[src/rtl/pkt_arb_pkg.sv]
package pkt_arb_pkg;
  localparam int NSRC = 3;
  typedef enum logic [1:0] {
    SRC_SYNC = 2'd0,
    SRC_FH   = 2'd1,
    SRC_MGMT = 2'd2
  } src_e;
endpackage

[src/rtl/pkt_arb_pick.sv]
module pkt_arb_pick
  import pkt_arb_pkg::*;
(
  input  logic [NSRC-1:0] req,
  input  logic            promo,
  output logic            any,
  output src_e            sel
);
  always_comb begin
    any = |req;
    sel = SRC_MGMT;
    if (promo && req[SRC_MGMT]) sel = SRC_MGMT;
    else if (req[SRC_SYNC])     sel = SRC_SYNC;
    else if (req[SRC_FH])       sel = SRC_FH;
  end
endmodule

[src/rtl/pkt_arb_credit.sv]
module pkt_arb_credit
  import pkt_arb_pkg::*;
#(
  parameter int CNT_W = 8
) (
  input  logic             clk,
  input  logic             rst_n,
  input  logic [CNT_W-1:0] thresh,
  input  logic             start,
  input  src_e             start_src,
  output logic             promo,
  output logic [CNT_W-1:0] cnt
);
  assign promo = (cnt >= thresh);

  always_ff @(posedge clk or negedge rst_n) begin
    if (!rst_n) begin
      cnt <= '0;
    end else if (start) begin
      if (start_src == SRC_MGMT) begin
        if (promo) cnt <= '0;
      end else if (cnt < thresh) begin
        cnt <= cnt + 1'b1;
      end
    end
  end
endmodule

[src/rtl/pkt_arb_mux.sv]
module pkt_arb_mux
  import pkt_arb_pkg::*;
#(
  parameter int DATA_W = 32
) (
  input  src_e                   sel,
  input  logic [NSRC-1:0]        valid,
  input  logic [NSRC-1:0]        sop,
  input  logic [NSRC-1:0]        eop,
  input  logic [NSRC*DATA_W-1:0] data,
  output logic                   o_valid,
  output logic                   o_sop,
  output logic                   o_eop,
  output logic [DATA_W-1:0]      o_data
);
  logic [NSRC-1:0]        hit;
  logic [NSRC*DATA_W-1:0] masked;

  for (genvar g = 0; g < NSRC; g++) begin : g_lane
    assign hit[g] = (sel == src_e'(g));
    assign masked[g*DATA_W +: DATA_W] = hit[g] ? data[g*DATA_W +: DATA_W] : '0;
  end

  always_comb begin
    o_data = '0;
    for (int i = 0; i < NSRC; i++) o_data |= masked[i*DATA_W +: DATA_W];
  end

  assign o_valid = |(hit & valid);
  assign o_sop   = |(hit & sop);
  assign o_eop   = |(hit & eop);
endmodule

[src/rtl/pkt_prio_arb.sv]
module pkt_prio_arb
  import pkt_arb_pkg::*;
#(
  parameter int DATA_W = 32,
  parameter int CNT_W  = 8
) (
  input  logic                   clk,
  input  logic                   rst_n,
  input  logic [CNT_W-1:0]       thresh_i,
  input  logic [NSRC-1:0]        s_valid,
  output logic [NSRC-1:0]        s_ready,
  input  logic [NSRC-1:0]        s_sop,
  input  logic [NSRC-1:0]        s_eop,
  input  logic [NSRC*DATA_W-1:0] s_data,
  output logic                   m_valid,
  input  logic                   m_ready,
  output logic                   m_sop,
  output logic                   m_eop,
  output logic [DATA_W-1:0]      m_data
);
  logic             busy_q;
  src_e             owner_q;
  logic             pick_any;
  src_e             pick_sel;
  src_e             cur;
  logic             have;
  logic             mx_valid;
  logic             fire;
  logic             start;
  logic             promo;
  logic [CNT_W-1:0] cnt;

  pkt_arb_pick u_pick (
    .req   (s_valid & s_sop),
    .promo (promo),
    .any   (pick_any),
    .sel   (pick_sel)
  );

  assign cur  = busy_q ? owner_q : pick_sel;
  assign have = busy_q | pick_any;

  pkt_arb_mux #(.DATA_W(DATA_W)) u_mux (
    .sel     (cur),
    .valid   (s_valid),
    .sop     (s_sop),
    .eop     (s_eop),
    .data    (s_data),
    .o_valid (mx_valid),
    .o_sop   (m_sop),
    .o_eop   (m_eop),
    .o_data  (m_data)
  );

  assign m_valid = have & mx_valid;
  assign fire    = m_valid & m_ready;
  assign start   = fire & ~busy_q;

  for (genvar g = 0; g < NSRC; g++) begin : g_rdy
    assign s_ready[g] = have & m_ready & (cur == src_e'(g));
  end

  always_ff @(posedge clk or negedge rst_n) begin
    if (!rst_n) begin
      busy_q  <= 1'b0;
      owner_q <= SRC_SYNC;
    end else if (fire) begin
      busy_q  <= ~m_eop;
      owner_q <= cur;
    end
  end

  pkt_arb_credit #(.CNT_W(CNT_W)) u_credit (
    .clk       (clk),
    .rst_n     (rst_n),
    .thresh    (thresh_i),
    .start     (start),
    .start_src (cur),
    .promo     (promo),
    .cnt       (cnt)
  );
endmodule

[config.mk]
export PLATFORM = sky130hd
export DESIGN_NAME = pkt_prio_arb
export DESIGN_NICKNAME = d
export VERILOG_FILES = /design/src/rtl/pkt_arb_pkg.sv /design/src/rtl/pkt_arb_pick.sv /design/src/rtl/pkt_arb_credit.sv /design/src/rtl/pkt_arb_mux.sv /design/src/rtl/pkt_prio_arb.sv
export SDC_FILE = /design/constraint.sdc
export NUM_CORES = 1
export LEC_CHECK = 0
export BUFFER_PORTS_ARGS = -buffer_cell sky130_fd_sc_hd__buf_2
export CELL_PAD_IN_SITES_DETAIL_PLACEMENT = 1
export CELL_PAD_IN_SITES_GLOBAL_PLACEMENT = 2
export CORE_MARGIN = 4
export CORE_UTILIZATION = 17
export CTS_CLUSTER_SIZE = 20
export DETAILED_ROUTE_END_ITERATION = 10
export PLACE_DENSITY = 0.88
export SKIP_LAST_GASP = 1
export SYNTH_ARGS = -nofsm -noshare
export SYNTH_HDL_FRONTEND = slang
export SYNTH_SLANG_ARGS = --single-unit
[constraint.sdc]
create_clock -name clk -period 3.06 [get_ports clk]
set_input_delay 0.306 -clock clk [delete_from_list [all_inputs] [get_ports clk]]
set_output_delay 0.306 -clock clk [all_outputs]
set_load 0.02 [all_outputs]
==> summary.md <==
| Metric | Value |
|---|---|
| Global-route wire length before repair | `12.3 mm` |
| Final worst-path cycle share | `94.7%` |
| Clk sink count | `11` |
| Post-synth top area cell | `a222oi_1` |
| First-pass iteration count of the detailed router | `9` |
| Power per cell area | `891 nW/µm²` |
| Arrival time worst endpoint | `2.59 ns` |
| Initial Util | `17.7%` |
| Worst skew pair latency | `0.24 ns` |
| Register area share after synthesis | `17.6%` |
| Rel. slew slack | `52.6%` |
| Number of distinct library cells after synthesis | `39` |
| Required time worst endpoint | `2.75 ns` |
| Synth Flop Type | `dfrtp_1` |
| Die height | `104 µm` |
| R2R setup slack | `0.30 ns` |
| Row count | `34` |
| Drt initial violations | `182` |
| Clk slew on worst S/H paths | `0.05 ns` |
| Placeable core region | `8850 µm²` |
| Top cell by count, worst path | `nor2_1` |
| Final Util | `29.5%` |
| Buf/Inv on CP | `2` |
| Synth Area per Inst | `7.83 µm²` |
| Slowest cell on the critical path | `dfrtp_1` |
| Critical path origin | `u_credit.cnt[5]` |
| Endpoints failing setup | `0` |
| Slew Viols, Final | `0` |
| Worst Max-Slew Pin Slew | `0.707 ns` |
| I/O Buffers | `153` |
| Placed cell count | `456` |
| CP delay by family, top | `compound AO/OA/AOI/OAI gates` |
| Clk root buf | `clkbuf_8` |
| Async S/R FF share, synth | `100%` |
| Mapped Cells | `200` |
| Net count after synthesis | `325` |
| Worst setup EP type | `output port` |
| Initial antenna violation count | `0` |
| Area of the die | `10,800 µm²` |
| Detailed Route WL | `7.77 mm` |
| WHS | `0.482 ns` |
| Final cell count without fillers | `464` |
| Setup TNS | `0 ns` |
| Max_cap viols | `0` |
| Top cells by area, synth | `a222oi_1, dfrtp_1, inv_1, ha_1, o21ai_0` |
| Layout area overhead | `66.6%` |
| Status | `completed` |
| Die width | `104 µm` |
| Most numerous cell in the Yosys netlist | `inv_1` |
| CTS tree | `built` |
| Share of the synthesized area in the top cell type | `22.4%` |
| GRT Total Usage | `13.4%` |
| RR Endpoint | `u_credit.cnt[7]` |
| Max Fclk | `0.345 GHz` |
| FF+latch count, synth | `11` |
| Htree depth | `1` |
| Residual DRC count | `0` |
| Min Clock Period, post-route | `2.90 ns` |
| Final total power | `2.33 mW` |
| Top Ports | `154` |
| Vias per cell | `4.93` |
| ANT nets after route | `0` |
| Fill count | `1,137` |
| Total number of vias | `2,287` |
| Crit-path cells | `ha_1 > a21oi_1 > o21ai_2 > nor2_1 > a21oi_2 > a221oi_4 > buf_6 > a222oi_1 > nor2_1 > buf_2` |
| # nets final | `482` |
| Post-synth EDFFs | `0` |
| RSZ-0062 raised after global routing | `no` |
| Hold Crit Class | `input port to async pin` |
| Clock skew | `0.00613 ns` |
| Antenna Cells | `0` |
| Commonest cells post-synth | `inv_1, a222oi_1, o21ai_0` |
| Reg2reg start | `u_credit.cnt[1]` |
| Share of post-route cells with drive strength above 1 | `52.5%` |
| CTS buffer count | `3` |
| GP Congestion | `0.819` |
| Final Hold Viols | `0` |
| DR WL/cell | `16.7 µm` |
| Syn. warnings | `0` |
| Detailed Place HPWL | `6.56 mm` |
| Clock tree buffer depth | `2` |
| Grt ovf | `0` |
| Crit Path Max Fanout | `21` |
| R2R depth | `9` |
| Worst stage delay on the critical path | `0.43 ns` |
| VDD IR-drop max | `0.000395 V` |
| Leak Pwr | `1.44 nW` |
| Vias in the first global route | `2,387` |
| Mapped cell area | `1570 µm²` |
| Startpoint Class | `register` |
| Pin count of the biggest net entering global routing | `37` |
| Critical path class | `register to output port` |
-- final cells by class --
cell class	instances	area [µm²]	area share (%)
multi-input combinational	130	1110	42.4
clock buffer	4	45.0	1.73
inverter	46	173	6.62
tap	108	135	5.18
timing repair buffer	165	875	33.5
sequential	11	275	10.5
-- kinds of logic after synthesis --
family / count (synthesis) / share of synthesized area (%)
flops: 11 / 17.6
fa+ha+maj: 9 / 7.19
mux: 2 / 1.36
buf+inv: 59 / 14.8
simple gates: 42 / 14.0
compound gates: 77 / 45.1
-- state kept, by name (all words and copies together), names as in the netlist --
signal,count
owner_q,2
busy_q,1
u_credit.cnt,8
-- report_power, final --
part           total (mW)  internal (mW)  switching [mW]
combinational        1.93          0.742            1.19
clock               0.146         0.0915          0.0547
sequential          0.247          0.187          0.0602
total                2.33           1.02            1.31
-- per-stage QoR --
stage / area [µm²] / setup slack, ns
after floorplan: 1570 / 0.478
after global placement: 2490 / 0.270
after detailed placement: 2490 / 0.173
after CTS: 2570 / 0.00502
after global routing: 2610 / 0.0159
final: 2610 / 0.161
-- what timing repair did --
action | CTS | global route
gates resized for setup | 1 | 7
hold buffers | 1 | 0
setup endpoints to repair | 27 | 36
endpoints found under the hold margin | 11 | 0
pin swaps | 1 | 8
setup buffers | 3 | 0
-- worst reg2reg max path, delay by kind of cell, from the launching register on --
kind | cells | cell delay (ns)
simple gates | 2 | 0.52
flops | 1 | 0.42
fa+ha+maj | 1 | 0.31
buf+inv | 1 | 0.17
compound gates | 5 | 1.24
-- placed cells by master, fill, tap and decap left out, types with 2 or more instances in the layout --
| cell | synthesis | layout |
|---|---|---|
| a21oi_1 | 8 | 5 |
| ha_1 | 9 | 7 |
| nand4_1 | 2 | 2 |
| dfrtp_1 | 11 | 11 |
| clkbuf_8 | 0 | 3 |
| o31ai_1 | 4 | 4 |
| nand2b_1 | 3 | 3 |
| o21ai_0 | 12 | 11 |
| buf_2 | 8 | 153 |
| a21oi_2 | 1 | 3 |
| nor2b_1 | 2 | 2 |
| o211ai_4 | 2 | 2 |
| and3_1 | 3 | 3 |
| a222oi_1 | 35 | 35 |
| o21bai_1 | 2 | 2 |
| nand2_1 | 9 | 9 |
| buf_4 | 0 | 9 |
| nand3_1 | 4 | 4 |
| a211oi_1 | 2 | 2 |
| ha_4 | 0 | 2 |
| o21ai_2 | 1 | 2 |
| inv_1 | 46 | 46 |
| and2_1 | 3 | 3 |
| nor3_1 | 3 | 3 |
| nor2_1 | 9 | 9 |
-- per-layer routing --
metal | track usage, % | part of all wire [%] | up-vias
met5 | 0 | 0 | -
met4 | 3.51 | 1.3 | 0
met3 | 1.24 | 5.3 | 11
met2 | 24.3 | 53 | 96
met1 | 17.0 | 41 | 1095
li1 | - | - | 1085
-- how the worst max path moves through the flow --
stage	end	slack (ns)	cells after the start
floorplan	m_data[10]	0.48	8
CTS	m_data[28]	0.005	9
detailed placement	m_data[28]	0.17	9
global route	m_data[7]	0.02	9
finish	m_valid	0.16	10
global placement	m_data[23]	0.27	11
Note: power is estimated with default switching activity, not from simulation.
